### src/rtl/clksw_pkg.sv
package clksw_pkg;
  typedef enum logic [1:0] {
    CM_PLL_STOP  = 2'd0,
    CM_PLL_RESET = 2'd1,
    CM_STATIC    = 2'd2,
    CM_DOUBLE    = 2'd3
  } cpu_mode_e;

  typedef enum logic [1:0] {
    SQ_IDLE = 2'd0,
    SQ_WAIT = 2'd1,
    SQ_HOLD = 2'd2
  } seq_state_e;
endpackage

### src/rtl/clksw_timer.sv
// Counts consecutive cycles with run high; done flags the LIMIT-th edge.
module clksw_timer #(
  parameter int LIMIT = 4
) (
  input  logic clk,
  input  logic rst_n,
  input  logic run,
  output logic done
);
  localparam int W = $clog2(LIMIT + 1);

  logic [W-1:0] cnt;

  assign done = run && (cnt == W'(LIMIT - 1));

  always_ff @(posedge clk or negedge rst_n) begin
    if (!rst_n)    cnt <= '0;
    else if (!run) cnt <= '0;
    else           cnt <= cnt + 1'b1;
  end
endmodule

### src/rtl/clksw_ctrl.sv
module clksw_ctrl
  import clksw_pkg::*;
(
  input  logic      clk,
  input  logic      rst_n,
  input  logic [1:0] mode,
  input  logic      sw_req,
  input  logic      sw_target,
  input  logic      stop_ack,
  input  logic      wait_done,
  input  logic      hold_done,
  output logic      run_wait,
  output logic      run_hold,
  output logic      stop_q,
  output cpu_mode_e mode_q,
  output logic      sel_q,
  output logic      timeout_q,
  output logic      busy
);
  seq_state_e state;
  logic       target_q;
  cpu_mode_e  mode_in;
  logic       proceed;

  assign mode_in  = cpu_mode_e'(mode);
  assign run_wait = (state == SQ_WAIT);
  assign run_hold = (state == SQ_HOLD);
  assign busy     = (state != SQ_IDLE);
  assign proceed  = stop_ack || (mode_q == CM_PLL_RESET) || wait_done;

  always_ff @(posedge clk or negedge rst_n) begin
    if (!rst_n) begin
      state     <= SQ_IDLE;
      stop_q    <= 1'b0;
      mode_q    <= CM_PLL_STOP;
      sel_q     <= 1'b0;
      target_q  <= 1'b0;
      timeout_q <= 1'b0;
    end else begin
      unique case (state)
        SQ_IDLE: if (sw_req) begin
          if (mode_in == CM_STATIC || mode_in == CM_DOUBLE) begin
            sel_q <= sw_target;
          end else begin
            state     <= SQ_WAIT;
            stop_q    <= 1'b1;
            mode_q    <= mode_in;
            target_q  <= sw_target;
            timeout_q <= 1'b0;
          end
        end
        SQ_WAIT: if (proceed) begin
          sel_q <= target_q;
          state <= SQ_HOLD;
          if (mode_q == CM_PLL_STOP && !stop_ack) timeout_q <= 1'b1;
        end
        SQ_HOLD: if (hold_done) begin
          stop_q <= 1'b0;
          state  <= SQ_IDLE;
        end
        default: state <= SQ_IDLE;
      endcase
    end
  end
endmodule

### src/rtl/clksw_outmap.sv
module clksw_outmap
  import clksw_pkg::*;
(
  input  logic      stop_q,
  input  cpu_mode_e mode_q,
  input  logic      ext_rst,
  output logic      stpclk_n,
  output logic      cpu_rst
);
  logic via_reset;

  assign via_reset = (mode_q == CM_PLL_RESET);
  assign stpclk_n  = ~(stop_q & ~via_reset);
  assign cpu_rst   = ext_rst | (stop_q & via_reset);
endmodule

### src/rtl/clksw_seq.sv
module clksw_seq
  import clksw_pkg::*;
#(
  parameter int CLK_HZ       = 33_000_000,
  parameter int ACK_WAIT_MAX = 4096
) (
  input  logic       clk,
  input  logic       rst_n,
  input  logic       ext_rst,
  input  logic [1:0] mode,
  input  logic       sw_req,
  input  logic       sw_target,
  input  logic       stop_ack,
  output logic       stpclk_n,
  output logic       cpu_rst,
  output logic       clk_sel,
  output logic       busy,
  output logic       ack_timeout
);
  localparam int HOLD_CYC = CLK_HZ / 1000;

  logic      run_wait, run_hold, wait_done, hold_done, stop_q;
  cpu_mode_e mode_q;

  clksw_ctrl u_ctrl (
    .clk(clk), .rst_n(rst_n), .mode(mode), .sw_req(sw_req),
    .sw_target(sw_target), .stop_ack(stop_ack),
    .wait_done(wait_done), .hold_done(hold_done),
    .run_wait(run_wait), .run_hold(run_hold), .stop_q(stop_q),
    .mode_q(mode_q), .sel_q(clk_sel), .timeout_q(ack_timeout), .busy(busy)
  );

  clksw_timer #(.LIMIT(ACK_WAIT_MAX)) u_wait_tmr (
    .clk(clk), .rst_n(rst_n), .run(run_wait), .done(wait_done)
  );

  clksw_timer #(.LIMIT(HOLD_CYC)) u_hold_tmr (
    .clk(clk), .rst_n(rst_n), .run(run_hold), .done(hold_done)
  );

  clksw_outmap u_outmap (
    .stop_q(stop_q), .mode_q(mode_q), .ext_rst(ext_rst),
    .stpclk_n(stpclk_n), .cpu_rst(cpu_rst)
  );
endmodule

### config.mk
export PLATFORM = sky130hd
export DESIGN_NAME = clksw_seq
export DESIGN_NICKNAME = d
export VERILOG_FILES = /design/src/rtl/clksw_pkg.sv /design/src/rtl/clksw_timer.sv /design/src/rtl/clksw_ctrl.sv /design/src/rtl/clksw_outmap.sv /design/src/rtl/clksw_seq.sv
export SDC_FILE = /design/constraint.sdc
export NUM_CORES = 1
export LEC_CHECK = 0
export ABC_CLOCK_PERIOD_IN_PS = 2300
export BUFFER_PORTS_ARGS = -buffer_cell sky130_fd_sc_hd__clkbuf_2
export CELL_PAD_IN_SITES_DETAIL_PLACEMENT = 0
export CELL_PAD_IN_SITES_GLOBAL_PLACEMENT = 2
export CORE_MARGIN = 3
export CORE_UTILIZATION = 38
export DETAILED_ROUTE_END_ITERATION = 8
export PLACE_DENSITY = 0.77
export SKIP_CTS_REPAIR_TIMING = 1
export SYNTH_ARGS = -nofsm -noshare
export SYNTH_HDL_FRONTEND = slang
export SYNTH_SLANG_ARGS = --single-unit
### constraint.sdc
create_clock -name clk -period 2.3 [get_ports clk]
set_input_delay 0 -clock clk [delete_from_list [all_inputs] [get_ports clk]]
set_output_delay 0 -clock clk [all_outputs]
set_load 0.02 [all_outputs]
# ---- Yosys cells after proc, flatten, opt, wreduce, memory -nomap -nowiden
# Cells that the tools add are included.
# Widths: inputs -> output; s select.
dict set report op_classes {
  n_addsub 2
  eq_ne 13
  muxes 20
  n_bitwise 6
  n_reduce_logical 17
}
# op count
set ops {}
lappend ops {{$add 16x1->16 const B} 1}
lappend ops {{$eq 16x16->1 const B} 1}
lappend ops {{$mux 16} 1}
lappend ops {{$add 13x1->13 const B} 1}
lappend ops {{$eq 13x12->1 const B} 1}
lappend ops {{$mux 13} 1}
lappend ops {{$reduce_and 4->1} 3}
lappend ops {{$mux 1} 10}
lappend ops {{$ne 2x2->1 const B} 5}
lappend ops {{$mux 2} 4}
lappend ops {{$eq 2x2->1 const B} 3}
lappend ops {{$pmux 1 s2} 3}
lappend ops {{$pmux 2 s3} 1}
lappend ops {{$reduce_bool 2->1} 3}
lappend ops {{$reduce_and 5->1} 1}
lappend ops {{$eq 2x1->1 const B} 2}
lappend ops {{$logic_not 2->1} 2}
lappend ops {{$logic_and 1x1->1} 3}
lappend ops {{$logic_or 1x1->1} 3}
lappend ops {{$not 1->1} 3}
lappend ops {{$reduce_and 3->1} 1}
lappend ops {{$and 1x1->1} 2}
lappend ops {{$ne 2x1->1 const B} 1}
lappend ops {{$logic_not 1->1} 1}
lappend ops {{$or 1x1->1} 1}
dict set report word_totals {
  register_bits 37
  inputBits 8
  out_inout_bits 5
  word_cells 66
}

# ---- Depth between registers and ports, before layout
# Gate-level depths: netlist of run 1.
dict set report logic_depth {
  depth_word 5
  mapped_depth 5
  mapped_depth_nobuf 5
}

# ---- Hierarchy
# Synthesis of run 1 repeated with hierarchy kept, for this count alone.
dict set report unflattened {
  hier_cells 185
  area_unflattened_um2 1898.1
}
# module n_inst cells_per_inst area_each_um2 seq_area_each_um2
set by_module_without_submodules {}
lappend by_module_without_submodules {{clksw_timer (u_hold_tmr)} 1 84 869.6 400.4}
lappend by_module_without_submodules {{clksw_timer (u_wait_tmr)} 1 62 621.8 325.3}
lappend by_module_without_submodules {clksw_ctrl 1 35 385.4 200.2}
lappend by_module_without_submodules {clksw_outmap 1 4 21.3 0.0}

# ---- Worst setup path before layout of run 1
# Ideal clock, no wire load.
dict set report synth_timing {
  path_kind {register to register}
  startpoint {reg u_wait_tmr.cnt[0]}
  endpoint {reg u_ctrl.sel_q}
  setup_ps 125
  arrival_ps 1474
  required_ps 2175
  path_slack_ps 701
  path_stages_with_launch 6
  path_buffers 0
  period_less_slack_ps 1599
  cell_sequence {dfrtp_1 > ha_1 > nand3_1 > nor4_4 > o41ai_1 > mux2_2}
}
dict set report synth_between {
  elab_chain_cells 5
}
# element line
set synth_lines {}
lappend synth_lines {{from (decl)} clksw_timer.sv:12} ;# logic [W-1:0] cnt;
lappend synth_lines {{from (signal assigned)} clksw_timer.sv:19} ;# else cnt <= cnt + 1'b1;
lappend synth_lines {{$eq 13x12->1} clksw_timer.sv:14} ;# assign done = run && (cnt == W'(LIMIT - 1));
lappend synth_lines {{$logic_and 1x1->1} clksw_timer.sv:14}
lappend synth_lines {{$logic_or 1x1->1} clksw_ctrl.sv:29} ;# assign proceed = stop_ack || (mode_q == CM_PLL_RESET) || wait_done;
lappend synth_lines {{$ne 2x2->1 (no line)} --}
lappend synth_lines {{$reduce_and 4->1 (no line)} --}
lappend synth_lines {{to (signal assigned)} clksw_ctrl.sv:43} ;# sel_q <= sw_target;
lappend synth_lines {{to (signal assigned)} clksw_ctrl.sv:53} ;# sel_q <= target_q;
lappend synth_lines {{to (decl)} clksw_ctrl.sv:16} ;# output logic sel_q,
# Every way passes these cells.
# A chain may end at the register's enable or synchronous reset.

# ---- Final worst setup path of run 1
# Same ends and word-level chain as after synthesis.

==> insert_results.sql, run 1 <==
INSERT INTO impl_metrics (metric_group, metric, value, unit) VALUES
('clocking', 'h-tree-depth', '2', ''),
('route', 'drt-pass1-iter-count', '4', ''),
('clocking', 'clock_sinks', '37', ''),
('place', 'pre_cts_slack', '0.575', 'ns'),
('finish', 'layout.nets', '205', ''),
('synth', 'ys_warn_count', '0', ''),
('clocking', 'cts.root.buffer_cell', 'sky130_fd_sc_hd__clkbuf_8', ''),
('timing', 'layout_min_cycle_time', '1.73', 'ns'),
('floorplan', 'design.die.area', '5570', 'sq um'),
('synth', 'netlist-cell-type-count', '40', ''),
('outcome', 'run_status', 'finished, final reports clean', ''),
('grt', 'antenna_found_initial', '0', ''),
('hold_path', 'holdCritPathClass', 'in -> reg', ''),
('finish', 'antennaDiodeCount', '0', ''),
('synth', 'postSynthAreaPerCell', '10.2', 'sq um'),
('route', 'routed_wire_length_per_instance', '13.8', 'um'),
('place', 'port-buffer-count', '12', ''),
('synth', 'postSynthCellCount', '175', ''),
('place', 'dp_hpwl', '2.37', 'mm'),
('route', 'drt-initial-drc-count', '35', ''),
('route', 'vias_per_cell', '5.25', ''),
('power_and_ir_drop', 'cellPowerDensity', '778', 'nW/um^2'),
('timing', 'tns', '0', 'ns'),
('timing', 'postLayoutSetupSlackWorst', '0.572', 'ns'),
('floorplan', 'ioPinCount', '13', ''),
('synth', 'yosys_register_bits', '37', ''),
('timing', 'hold_viol_final', '0', ''),
('synth', 'syn_nets', '185', ''),
('job', 'drv_cap', '0', ''),
('floorplan', 'fp.coreArea', '4440', 'sq um'),
('route', 'post-route-drc-count', '0', ''),
('clocking', 'clkLatencyLatePin', '0.28', 'ns'),
('synth', 'mappedNetlistArea', '1790', 'sq um'),
('floorplan', 'die_width', '74.6', 'um'),
('synth', 'post_synth_top_flop', 'sky130_fd_sc_hd__dfrtp_1', ''),
('grt', 'first_global_vias', '1207', ''),
('finish', 'flow.area_growth_from_synthesis', '12.9', '%'),
('timing', 'worstMarginPinSlew', '0.920', 'ns'),
('synth', 'ffs_w_async_s_r_synth', '1.00', ''),
('clocking', 'cts_tree', 'yes', ''),
('floorplan', 'initial_util', '0.403', ''),
('finish', 'drive_gt1_frac', '0.154', ''),
('timing', 'fin_worst_skew', '0.00687', 'ns'),
('timing', 'timing.max_slew.rel_slack', '0.387', ''),
('floorplan', 'floorplan.die.height', '74.6', 'um'),
('grt', 'grt_max_degree', '38', ''),
('grt', 'total_gr_overflow', '0', ''),
('critical_path', 'worst_setup_path_end_kind', 'flop', ''),
('clocking', 'clk_transition_reported_paths', '0.07', 'ns'),
('clocking', 'cts_inserted_buffers', '5', ''),
('critical_path', 'cp_data_arrival_time', '1.90', 'ns'),
('synth', 'synth_enable_flop_cells', '0', ''),
('timing', 'final.period_utilization', '0.751', ''),
('timing', 'setup-violations-final', '0', ''),
('critical_path', 'critical_path.max_fanout', '5', ''),
('timing', 'rsz0062_at_grt', 'no', ''),
('route', 'post_detailed_routing_wire_length', '3.41', 'mm'),
('power_and_ir_drop', 'power_leakage', '0.000859', 'uW'),
('critical_path', 'worstSetupPathType', 'reg -> reg', ''),
('route', 'routed-via-count', '1296', ''),
('place', 'gp_congestion', '0.746', ''),
('critical_path', 'worst_ep_required_time', '2.47', 'ns'),
('timing', 'timing.final.max_slew_violations', '0', ''),
('timing', 'timing.fmax', '0.579', 'GHz'),
('grt', 'grt.total_usage', '0.140', ''),
('synth', 'synth_sequential_area_ratio', '0.517', ''),
('critical_path', 'cp-start-kind', 'flop', ''),
('clocking', 'cts-root-to-sink-buffers', '2', ''),
('power_and_ir_drop', 'worst_ir_drop_vdd', '294', 'uV'),
('grt', 'grt_first_pass_wirelength', '5.75', 'mm'),
('route', 'route.antenna.remaining_nets', '0', ''),
('floorplan', 'rows', '24', '');
## final timing paths
check | startpoint | endpoint | slack (ns) | cells past startpoint
min reg2reg | u_hold_tmr.cnt[0] | u_hold_tmr.cnt[0] | 0.48 | 1
min in group asynchronous | rst_n | u_wait_tmr.cnt[11] | 0.38 | 2
max in group asynchronous | rst_n | u_hold_tmr.cnt[0] | 1.35 | 2
min | stop_ack | u_ctrl.timeout_q | 0.03 | 3
max reg2reg | u_wait_tmr.cnt[0] | u_ctrl.sel_q | 0.57 | 5
max | u_wait_tmr.cnt[0] | u_ctrl.sel_q | 0.57 | 5
## cell type report
class                   count  area (sq um)
repair buffers             16          97.6
fillers                   429          2420
flip-flops and latches     37           926
clock buffers               7          86.3
well taps                  52          65.1
inverters                   3          11.3
multi-input cells         132           835
## synth_stat cells, drive strengths merged (2+ instances only)
master | n | area share
xnor2 | 10 | 0.049
xor2 | 9 | 0.044
a21oi | 5 | 0.014
ha | 2 | 0.014
and3 | 4 | 0.015
nor3 | 3 | 0.0084
nand4 | 6 | 0.033
or2 | 2 | 0.0070
dfrtp | 37 | 0.52
o31a | 2 | 0.010
nand2b | 3 | 0.010
clkbuf | 2 | 0.0042
nand2 | 16 | 0.034
mux2 | 2 | 0.013
nor2 | 25 | 0.052
and2 | 3 | 0.010
nand3 | 10 | 0.028
and4 | 2 | 0.0098
o21ai | 6 | 0.017
or3 | 4 | 0.015
inv | 3 | 0.0063
nor4 | 7 | 0.033
## placed cells by master, fill, tap and decap left out, drive strengths merged, types with 3 or more instances in the layout
cell type | netlist | routed
or3 | 4 | 4
xor2 | 9 | 9
nand3 | 10 | 10
nand2b | 3 | 3
o21ai | 6 | 6
dfrtp | 37 | 37
nand2 | 16 | 16
nor3 | 3 | 3
clkbuf | 2 | 19
nor4 | 7 | 7
and3 | 4 | 4
dlygate4sd3 | 0 | 3
xnor2 | 10 | 10
inv | 3 | 3
nor2 | 25 | 25
a21oi | 5 | 5
nand4 | 6 | 6
and2 | 3 | 3
## kinds of logic (layout without fill, tap and decap cells)
family,count (synthesis),after routing,share of synthesized area
xor gates and xnor gates,19,19,0.0929
AOI/OAI and AO/OA,17,17,0.0594
muxes,2,2,0.0126
adders and majority gates,2,2,0.0140
DFF,37,37,0.517
buffers and inverters,6,26,0.0168
and+or+nand+nor,92,92,0.287
## worst max-delay path, cell delays in order (launching register included)
cell and delay, ns:
sky130_fd_sc_hd__dfrtp_1 0.41, sky130_fd_sc_hd__ha_1 0.27, sky130_fd_sc_hd__nand3_1 0.21, sky130_fd_sc_hd__nor4_4 0.08, sky130_fd_sc_hd__o41ai_1 0.29, sky130_fd_sc_hd__mux2_2 0.37
## routing by layer
layer	vias up	track usage	share of wire	wire [um]
met1	628	0.176	0.48	1620
met4	0	0.0534	0.015	51
li1	648	-	-	-
met2	16	0.228	0.48	1620
met3	4	0.0401	0.034	115
met5	-	0	0	0
## flip-flops by register name (all words and copies together) (netlist names)
signal / flops
u_hold_tmr.cnt: 16
u_ctrl.stop_q: 1
u_ctrl.target_q: 1
u_ctrl.sel_q: 1
u_ctrl.mode_q: 2
u_ctrl.timeout_q: 1
u_wait_tmr.cnt: 13
u_ctrl.state: 2
## where the power goes
group	switching (uW)	internal [uW]	leakage, uW
logic	216	125	0.000314
registers	53.7	719	0.000501
clock network	220	238	0.0000443
total	490	1080	0.000859
## per-stage QoR
stage                     cell area (sq um)  utilization  std cells  hold WS (ns)  power [uW]
after CTS                              1990        0.448        244        -0.126        1590
after global placement                 1900        0.428        237         0.170        1120
after global routing                   2020        0.455        247        0.0510        1680
final                                  2020        0.455        247        0.0252        1570
after detailed placement               1900        0.428        237         0.183        1130
after floorplan                        1790            -        175        -0.296        1010
No activity file was read; power rests on OpenSTA's default activity.
==> run 2, diff against run 1 <==
ABC_CLOCK_PERIOD_IN_PS = 1500   (was 2300)
CORE_UTILIZATION = 34   (was 38)
PLACE_DENSITY = 0.73   (was 0.77)
clock period = 1.5 ns   (was 2.3 ns; I/O delays follow)
==> run 2 against run 1 <==
Effect of this change: largest cell class unchanged; largest power group unchanged; critical endpoint is now u_hold_tmr.cnt[14]; first-iteration DRC count is 57% higher; setup slack lost 0.53 ns; fmax up 19%; cell count grew 16%.
==> insert_results.sql, run 2 (synthesis gave the netlist of run 1 again) <==
INSERT INTO impl_metrics (metric_group, metric, value, unit) VALUES
('timing', 'layout_min_cycle_time', '1.46', 'ns'),
('route', 'routed-via-count', '1378', ''),
('critical_path', 'critPathTopFamily', 'simple AND/OR/NAND/NOR gates', ''),
('route', 'drt-pass1-iter-count', '4', ''),
('power_and_ir_drop', 'worst_ir_drop_vdd', '658', 'uV'),
('floorplan', 'rows', '25', ''),
('timing', 'timing.fmax', '0.687', 'GHz'),
('critical_path', 'cp_data_arrival_time', '1.67', 'ns'),
('finish', 'fin_cells', '287', ''),
('timing', 'fin_worst_skew', '0.00512', 'ns'),
('power_and_ir_drop', 'cellPowerDensity', '1190', 'nW/um^2'),
('clocking', 'h-tree-depth', '2', ''),
('timing', 'setup-violations-final', '0', ''),
('finish', 'layout.nets', '229', ''),
('timing', 'tns', '0', 'ns'),
('finish', 'multi_input_gate_area_in_the_final_layout', '877', 'sq um'),
('floorplan', 'initial_util', '0.365', ''),
('timing', 'rsz0062_at_grt', 'yes', ''),
('clocking', 'cts-root-to-sink-buffers', '2', ''),
('finish', 'largest_register_ff_count', '16', ''),
('critical_path', 'timing.critical_path.buf_inv', '0', ''),
('clocking', 'cts_inserted_buffers', '5', ''),
('power_and_ir_drop', 'power.total', '2730', 'uW'),
('grt', 'first_global_vias', '1373', ''),
('floorplan', 'fp.coreArea', '4910', 'sq um'),
('clocking', 'clk_transition_reported_paths', '0.07', 'ns'),
('finish', 'flow.area_growth_from_synthesis', '28.0', '%'),
('place', 'gp_congestion', '0.778', ''),
('timing', 'timing.max_slew.rel_slack', '0.673', ''),
('hold_path', 'holdCritPathClass', 'in -> reg', ''),
('finish', 'drive_gt1_frac', '0.286', ''),
('finish', 'final.fill_count', '480', ''),
('critical_path', 'cp_cell_sequence', 'ha_1, and4_4, nand2_1, or3_1, a21oi_1', ''),
('timing', 'timing.final.max_slew_violations', '0', ''),
('hold_path', 'timing.hold.worst_path_depth', '3', ''),
('finish', 'seqCellArea', '926', 'sq um'),
('critical_path', 'worst-r2r-setup-slack', '0.04', 'ns'),
('floorplan', 'die_width', '78.6', 'um'),
('clocking', 'clkLatencyLatePin', '0.28', 'ns'),
('route', 'route.antenna.remaining_nets', '0', ''),
('timing', 'final.hold.worst_slack', '0.0416', 'ns'),
('grt', 'grt.total_usage', '0.127', ''),
('grt', 'grt_max_degree', '38', ''),
('critical_path', 'cp_slowest_cell', 'sky130_fd_sc_hd__dfrtp_1', ''),
('finish', 'antennaDiodeCount', '0', ''),
('finish', 'layout_commonest_cell', 'sky130_fd_sc_hd__dfrtp_1', ''),
('critical_path', 'worst_ep_required_time', '1.71', 'ns'),
('finish', 'biggestRegsByFlops', 'u_hold_tmr.cnt x16, u_wait_tmr.cnt x13', ''),
('grt', 'total_gr_overflow', '0', ''),
('route', 'routed_wire_length_per_instance', '12.6', 'um'),
('finish', 'layout.cells.most_common_list', 'sky130_fd_sc_hd__dfrtp_1 (37), sky130_fd_sc_hd__nor2_1 (25), sky130_fd_sc_hd__buf_4 (25)', ''),
('critical_path', 'cp-start-kind', 'flop', ''),
('power_and_ir_drop', 'power_leakage', '0.00100', 'uW'),
('critical_path', 'cp_slowest_stage_delay', '0.39', 'ns'),
('place', 'place_inst', '274', ''),
('critical_path', 'worst_r2r_endpoint', 'u_hold_tmr.cnt[14]', ''),
('critical_path', 'depth_of_the_worst_register_to_register_path', '5', ''),
('floorplan', 'design.die.area', '6170', 'sq um'),
('critical_path', 'timing.rr.start', 'u_hold_tmr.cnt[0]', ''),
('clocking', 'clock_sinks', '37', ''),
('clocking', 'cts_tree', 'yes', ''),
('grt', 'grt_first_pass_wirelength', '6.18', 'mm'),
('job', 'drv_cap', '0', ''),
('timing', 'final.period_utilization', '0.970', ''),
('outcome', 'run_status', 'finished, final reports clean', ''),
('hold_path', 'worstHoldStart', 'stop_ack', ''),
('critical_path', 'critical_path.max_fanout', '4', ''),
('critical_path', 'worst_setup_path_end_kind', 'flop', ''),
('route', 'drt-initial-drc-count', '55', ''),
('critical_path', 'worstSetupPathType', 'reg -> reg', ''),
('route', 'post-route-drc-count', '0', ''),
('place', 'port-buffer-count', '12', ''),
('route', 'vias_per_cell', '4.80', ''),
('hold_path', 'holdPathEnd', 'u_ctrl.timeout_q', ''),
('grt', 'antenna_found_initial', '0', ''),
('route', 'post_detailed_routing_wire_length', '3.62', 'mm'),
('finish', 'postLayoutCoreUtil', '0.467', ''),
('place', 'dp_hpwl', '2.62', 'mm'),
('floorplan', 'floorplan.die.height', '78.6', 'um'),
('clocking', 'cts.root.buffer_cell', 'sky130_fd_sc_hd__clkbuf_8', ''),
('floorplan', 'ioPinCount', '13', ''),
('timing', 'worstMarginPinSlew', '0.491', 'ns'),
('finish', 'max_flop_register', 'u_hold_tmr.cnt', ''),
('timing', 'hold_viol_final', '0', '');
==> run 2: power by group <==
part / switching, uW / internal [uW]
registers: 84.7 / 1100
logic: 358 / 298
clock network: 346 / 542
==> run 2: stage by stage <==
| step | worst slack (ns) | instance area (sq um) |
|---|---|---|
| 2_1_floorplan | 0.0169 | 1800 |
| 3_3_place_gp | -0.0170 | 2100 |
| 3_5_place_dp | -0.00119 | 2100 |
| 4_1_cts | -0.0139 | 2220 |
| 5_1_grt | -0.0426 | 2290 |
| 6_report | 0.0446 | 2290 |
==> run 2: layer usage <==
metal,vias up,part of all wire,global-route usage
li1,699,-,-
met1,668,0.47,0.160
met2,9,0.50,0.207
met3,2,0.025,0.0413
met4,0,0.0041,0.0367
met5,-,0,0
==> run 2: worst max path at each step <==
stage	start	slack, ns	to	cells after the start
floorplan	u_ctrl.state[0]	0.02	u_ctrl.mode_q[1]	3
global placement	u_ctrl.state[0]	-0.02	u_ctrl.timeout_q	4
detailed placement	u_ctrl.state[0]	-0.001	u_ctrl.timeout_q	4
CTS	u_ctrl.state[0]	-0.01	u_ctrl.timeout_q	4
global route	u_wait_tmr.cnt[0]	-0.04	u_ctrl.state[0]	5
finish	u_hold_tmr.cnt[0]	0.04	u_hold_tmr.cnt[14]	5
==> run 2: layout make-up <==
| class | count | area share |
|---|---|---|
| timing repair buffer | 40 | 0.121 |
| clock buffer | 7 | 0.0377 |
| inverter | 3 | 0.00491 |
| clock inverter | 1 | 0.0131 |
| multi-input combinational | 132 | 0.383 |
| tap | 67 | 0.0366 |
| sequential | 37 | 0.404 |
==> run 2: worst min-delay path, cell delays in order <==
cell                       delay (ns)
sky130_fd_sc_hd__clkbuf_2        0.12
sky130_fd_sc_hd__or4_1           0.10
sky130_fd_sc_hd__o21ai_0         0.06
==> run 3, diff against run 2 <==
BUFFER_PORTS_ARGS = not set   (was -buffer_cell sky130_fd_sc_hd__clkbuf_2)
CORE_UTILIZATION = 36   (was 34)
DONT_BUFFER_PORTS = 1   (was not set)
==> run 3 against run 2 <==
Effect of this change: total power fell by 11%; largest cell class unchanged; combinational power fell by 8.5%; die area fell by 5.1%; largest power group unchanged.
==> insert_results.sql, run 3 (synthesis gave the netlist of run 1 again) <==
INSERT INTO impl_metrics (metric_group, metric, value, unit) VALUES
('timing', 'fin_worst_skew', '0.00768', 'ns'),
('grt', 'antenna_found_initial', '0', ''),
('route', 'vias_per_cell', '4.91', ''),
('grt', 'first_global_vias', '1326', ''),
('finish', 'largest_register_ff_count', '16', ''),
('floorplan', 'die_width', '76.5', 'um'),
('place', 'gp_congestion', '0.840', ''),
('floorplan', 'floorplan.die.height', '76.5', 'um'),
('critical_path', 'depth_of_the_worst_register_to_register_path', '3', ''),
('floorplan', 'rows', '25', ''),
('critical_path', 'worst_r2r_endpoint', 'u_ctrl.sel_q', ''),
('critical_path', 'worst-r2r-setup-slack', '0.02', 'ns'),
('clocking', 'clkLatencyLatePin', '0.28', 'ns'),
('critical_path', 'critical_path.max_fanout', '6', ''),
('floorplan', 'fp.coreArea', '4750', 'sq um'),
('clocking', 'cts_tree', 'yes', ''),
('route', 'routed-via-count', '1355', ''),
('place', 'dp_hpwl', '2.55', 'mm'),
('grt', 'grt.total_usage', '0.128', ''),
('finish', 'layout.cells.most_common_list', 'sky130_fd_sc_hd__dfrtp_1 (37), sky130_fd_sc_hd__nor2_1 (25), sky130_fd_sc_hd__buf_4 (25)', ''),
('floorplan', 'initial_util', '0.377', ''),
('finish', 'biggestRegsByFlops', 'u_hold_tmr.cnt x16, u_wait_tmr.cnt x13', ''),
('finish', 'flow.area_growth_from_synthesis', '26.2', '%'),
('finish', 'postLayoutCoreUtil', '0.475', ''),
('critical_path', 'cp_data_arrival_time', '1.64', 'ns'),
('critical_path', 'cp-start-kind', 'flop', ''),
('finish', 'max_flop_register', 'u_hold_tmr.cnt', ''),
('finish', 'drive_gt1_frac', '0.263', ''),
('timing', 'tns', '0', 'ns'),
('clocking', 'cts-root-to-sink-buffers', '2', ''),
('clocking', 'h-tree-depth', '2', ''),
('power_and_ir_drop', 'worst_ir_drop_vdd', '681', 'uV'),
('hold_path', 'holdPathEnd', 'u_ctrl.sel_q', ''),
('route', 'post_detailed_routing_wire_length', '3.62', 'mm'),
('finish', 'layout_commonest_cell', 'sky130_fd_sc_hd__dfrtp_1', ''),
('grt', 'grt_util_met2', '0.210', ''),
('grt', 'grt_most_used_layer', 'met2', ''),
('timing', 'timing.fmax', '0.676', 'GHz'),
('clocking', 'cts.root.buffer_cell', 'sky130_fd_sc_hd__clkbuf_8', ''),
('grt', 'total_gr_overflow', '0', ''),
('timing', 'final.period_utilization', '0.986', ''),
('timing', 'timing.max_slew.rel_slack', '0.774', ''),
('timing', 'layout_min_cycle_time', '1.48', 'ns'),
('finish', 'layout.nets', '220', ''),
('route', 'routed_wire_length_per_instance', '13.1', 'um'),
('grt', 'gr-usage-met1', '0.165', ''),
('grt', 'grt_max_degree', '38', ''),
('timing', 'timing.final.max_slew_violations', '0', ''),
('route', 'route.antenna.remaining_nets', '0', ''),
('timing', 'worstMarginPinSlew', '0.339', 'ns'),
('timing', 'final.hold.worst_slack', '0.0143', 'ns'),
('clocking', 'clk_transition_reported_paths', '0.06', 'ns'),
('power_and_ir_drop', 'cellPowerDensity', '1080', 'nW/um^2'),
('timing', 'postLayoutSetupSlackWorst', '0.0205', 'ns'),
('floorplan', 'ioPinCount', '13', ''),
('timing', 'hold_viol_final', '0', ''),
('hold_path', 'holdCritPathClass', 'in -> reg', ''),
('power_and_ir_drop', 'power_leakage', '0.000950', 'uW'),
('route', 'post-route-drc-count', '0', ''),
('route', 'drt-initial-drc-count', '34', ''),
('timing', 'setup-violations-final', '0', ''),
('clocking', 'cts_inserted_buffers', '5', ''),
('timing', 'rsz0062_at_grt', 'yes', ''),
('floorplan', 'design.die.area', '5860', 'sq um'),
('critical_path', 'worstSetupPathType', 'reg -> reg', ''),
('hold_path', 'worstHoldStart', 'sw_target', ''),
('grt', 'global_route.usage.met3', '0.0319', ''),
('critical_path', 'worst_setup_path_end_kind', 'flop', ''),
('grt', 'grt_first_pass_wirelength', '6.08', 'mm'),
('finish', 'final.fill_count', '467', ''),
('place', 'dpl-instance-area', '2030', 'sq um'),
('outcome', 'run_status', 'finished, final reports clean', ''),
('route', 'drt-pass1-iter-count', '4', ''),
('finish', 'antennaDiodeCount', '0', ''),
('critical_path', 'timing.rr.start', 'u_ctrl.state[1]', ''),
('clocking', 'clock_sinks', '37', ''),
('finish', 'postLayoutCellArea', '2260', 'sq um'),
('place', 'port-buffer-count', '0', ''),
('critical_path', 'worst_ep_required_time', '1.66', 'ns'),
('job', 'drv_cap', '0', ''),
('hold_path', 'timing.hold.worst_path_depth', '2', ''),
('place', 'pre_cts_slack', '0.0100', 'ns');
==> run 3: worst max path at each step <==
| stage | from | to | slack, ns |
|---|---|---|---|
| after detailed placement | u_ctrl.state[1] | u_ctrl.sel_q | 0.01 |
| after global routing | u_wait_tmr.cnt[1] | u_ctrl.sel_q | -0.03 |
| after global placement | u_ctrl.state[1] | u_ctrl.sel_q | -0.04 |
| final | u_ctrl.state[1] | u_ctrl.sel_q | 0.02 |
| after floorplan | u_ctrl.state[0] | u_ctrl.mode_q[1] | 0.02 |
| after CTS | u_ctrl.state[0] | u_ctrl.mode_q[1] | -0.0001 |
==> run 3: metal layers <==
layer / part of all wire / wire, um
met5: 0 / 0
met4: 0.012 / 44
met1: 0.46 / 1660
met3: 0.030 / 110
met2: 0.50 / 1810
==> run 3: critical path, cell delays in order, from the launching register on <==
cell,delay [ns]
sky130_fd_sc_hd__dfrtp_1,0.38
sky130_fd_sc_hd__nand2b_2,0.24
sky130_fd_sc_hd__o41ai_2,0.37
sky130_fd_sc_hd__mux2_2,0.38
==> run 3: final cells by class <==
type	instances	area, sq um	area share
clock buffer	5	68.8	0.0305
clock inverter	1	5.00	0.00221
inverter	3	11.3	0.00498
multi-input combinational	132	907	0.401
sequential	37	926	0.410
tap	67	83.8	0.0371
timing repair buffer	31	258	0.114
==> run 3: power breakdown <==
part	total (uW)	switching (uW)	internal [uW]	leakage, uW
registers	1220	116	1100	0.000501
logic	600	330	270	0.000409
clock network	622	317	305	0.0000399
==> run 3: metrics by stage <==
step                      instances  power [uW]
after global placement          261        1730
after CTS                       267        2390
after global routing            276        2600
final                           276        2440
after floorplan                 175        1560
after detailed placement        261        1740
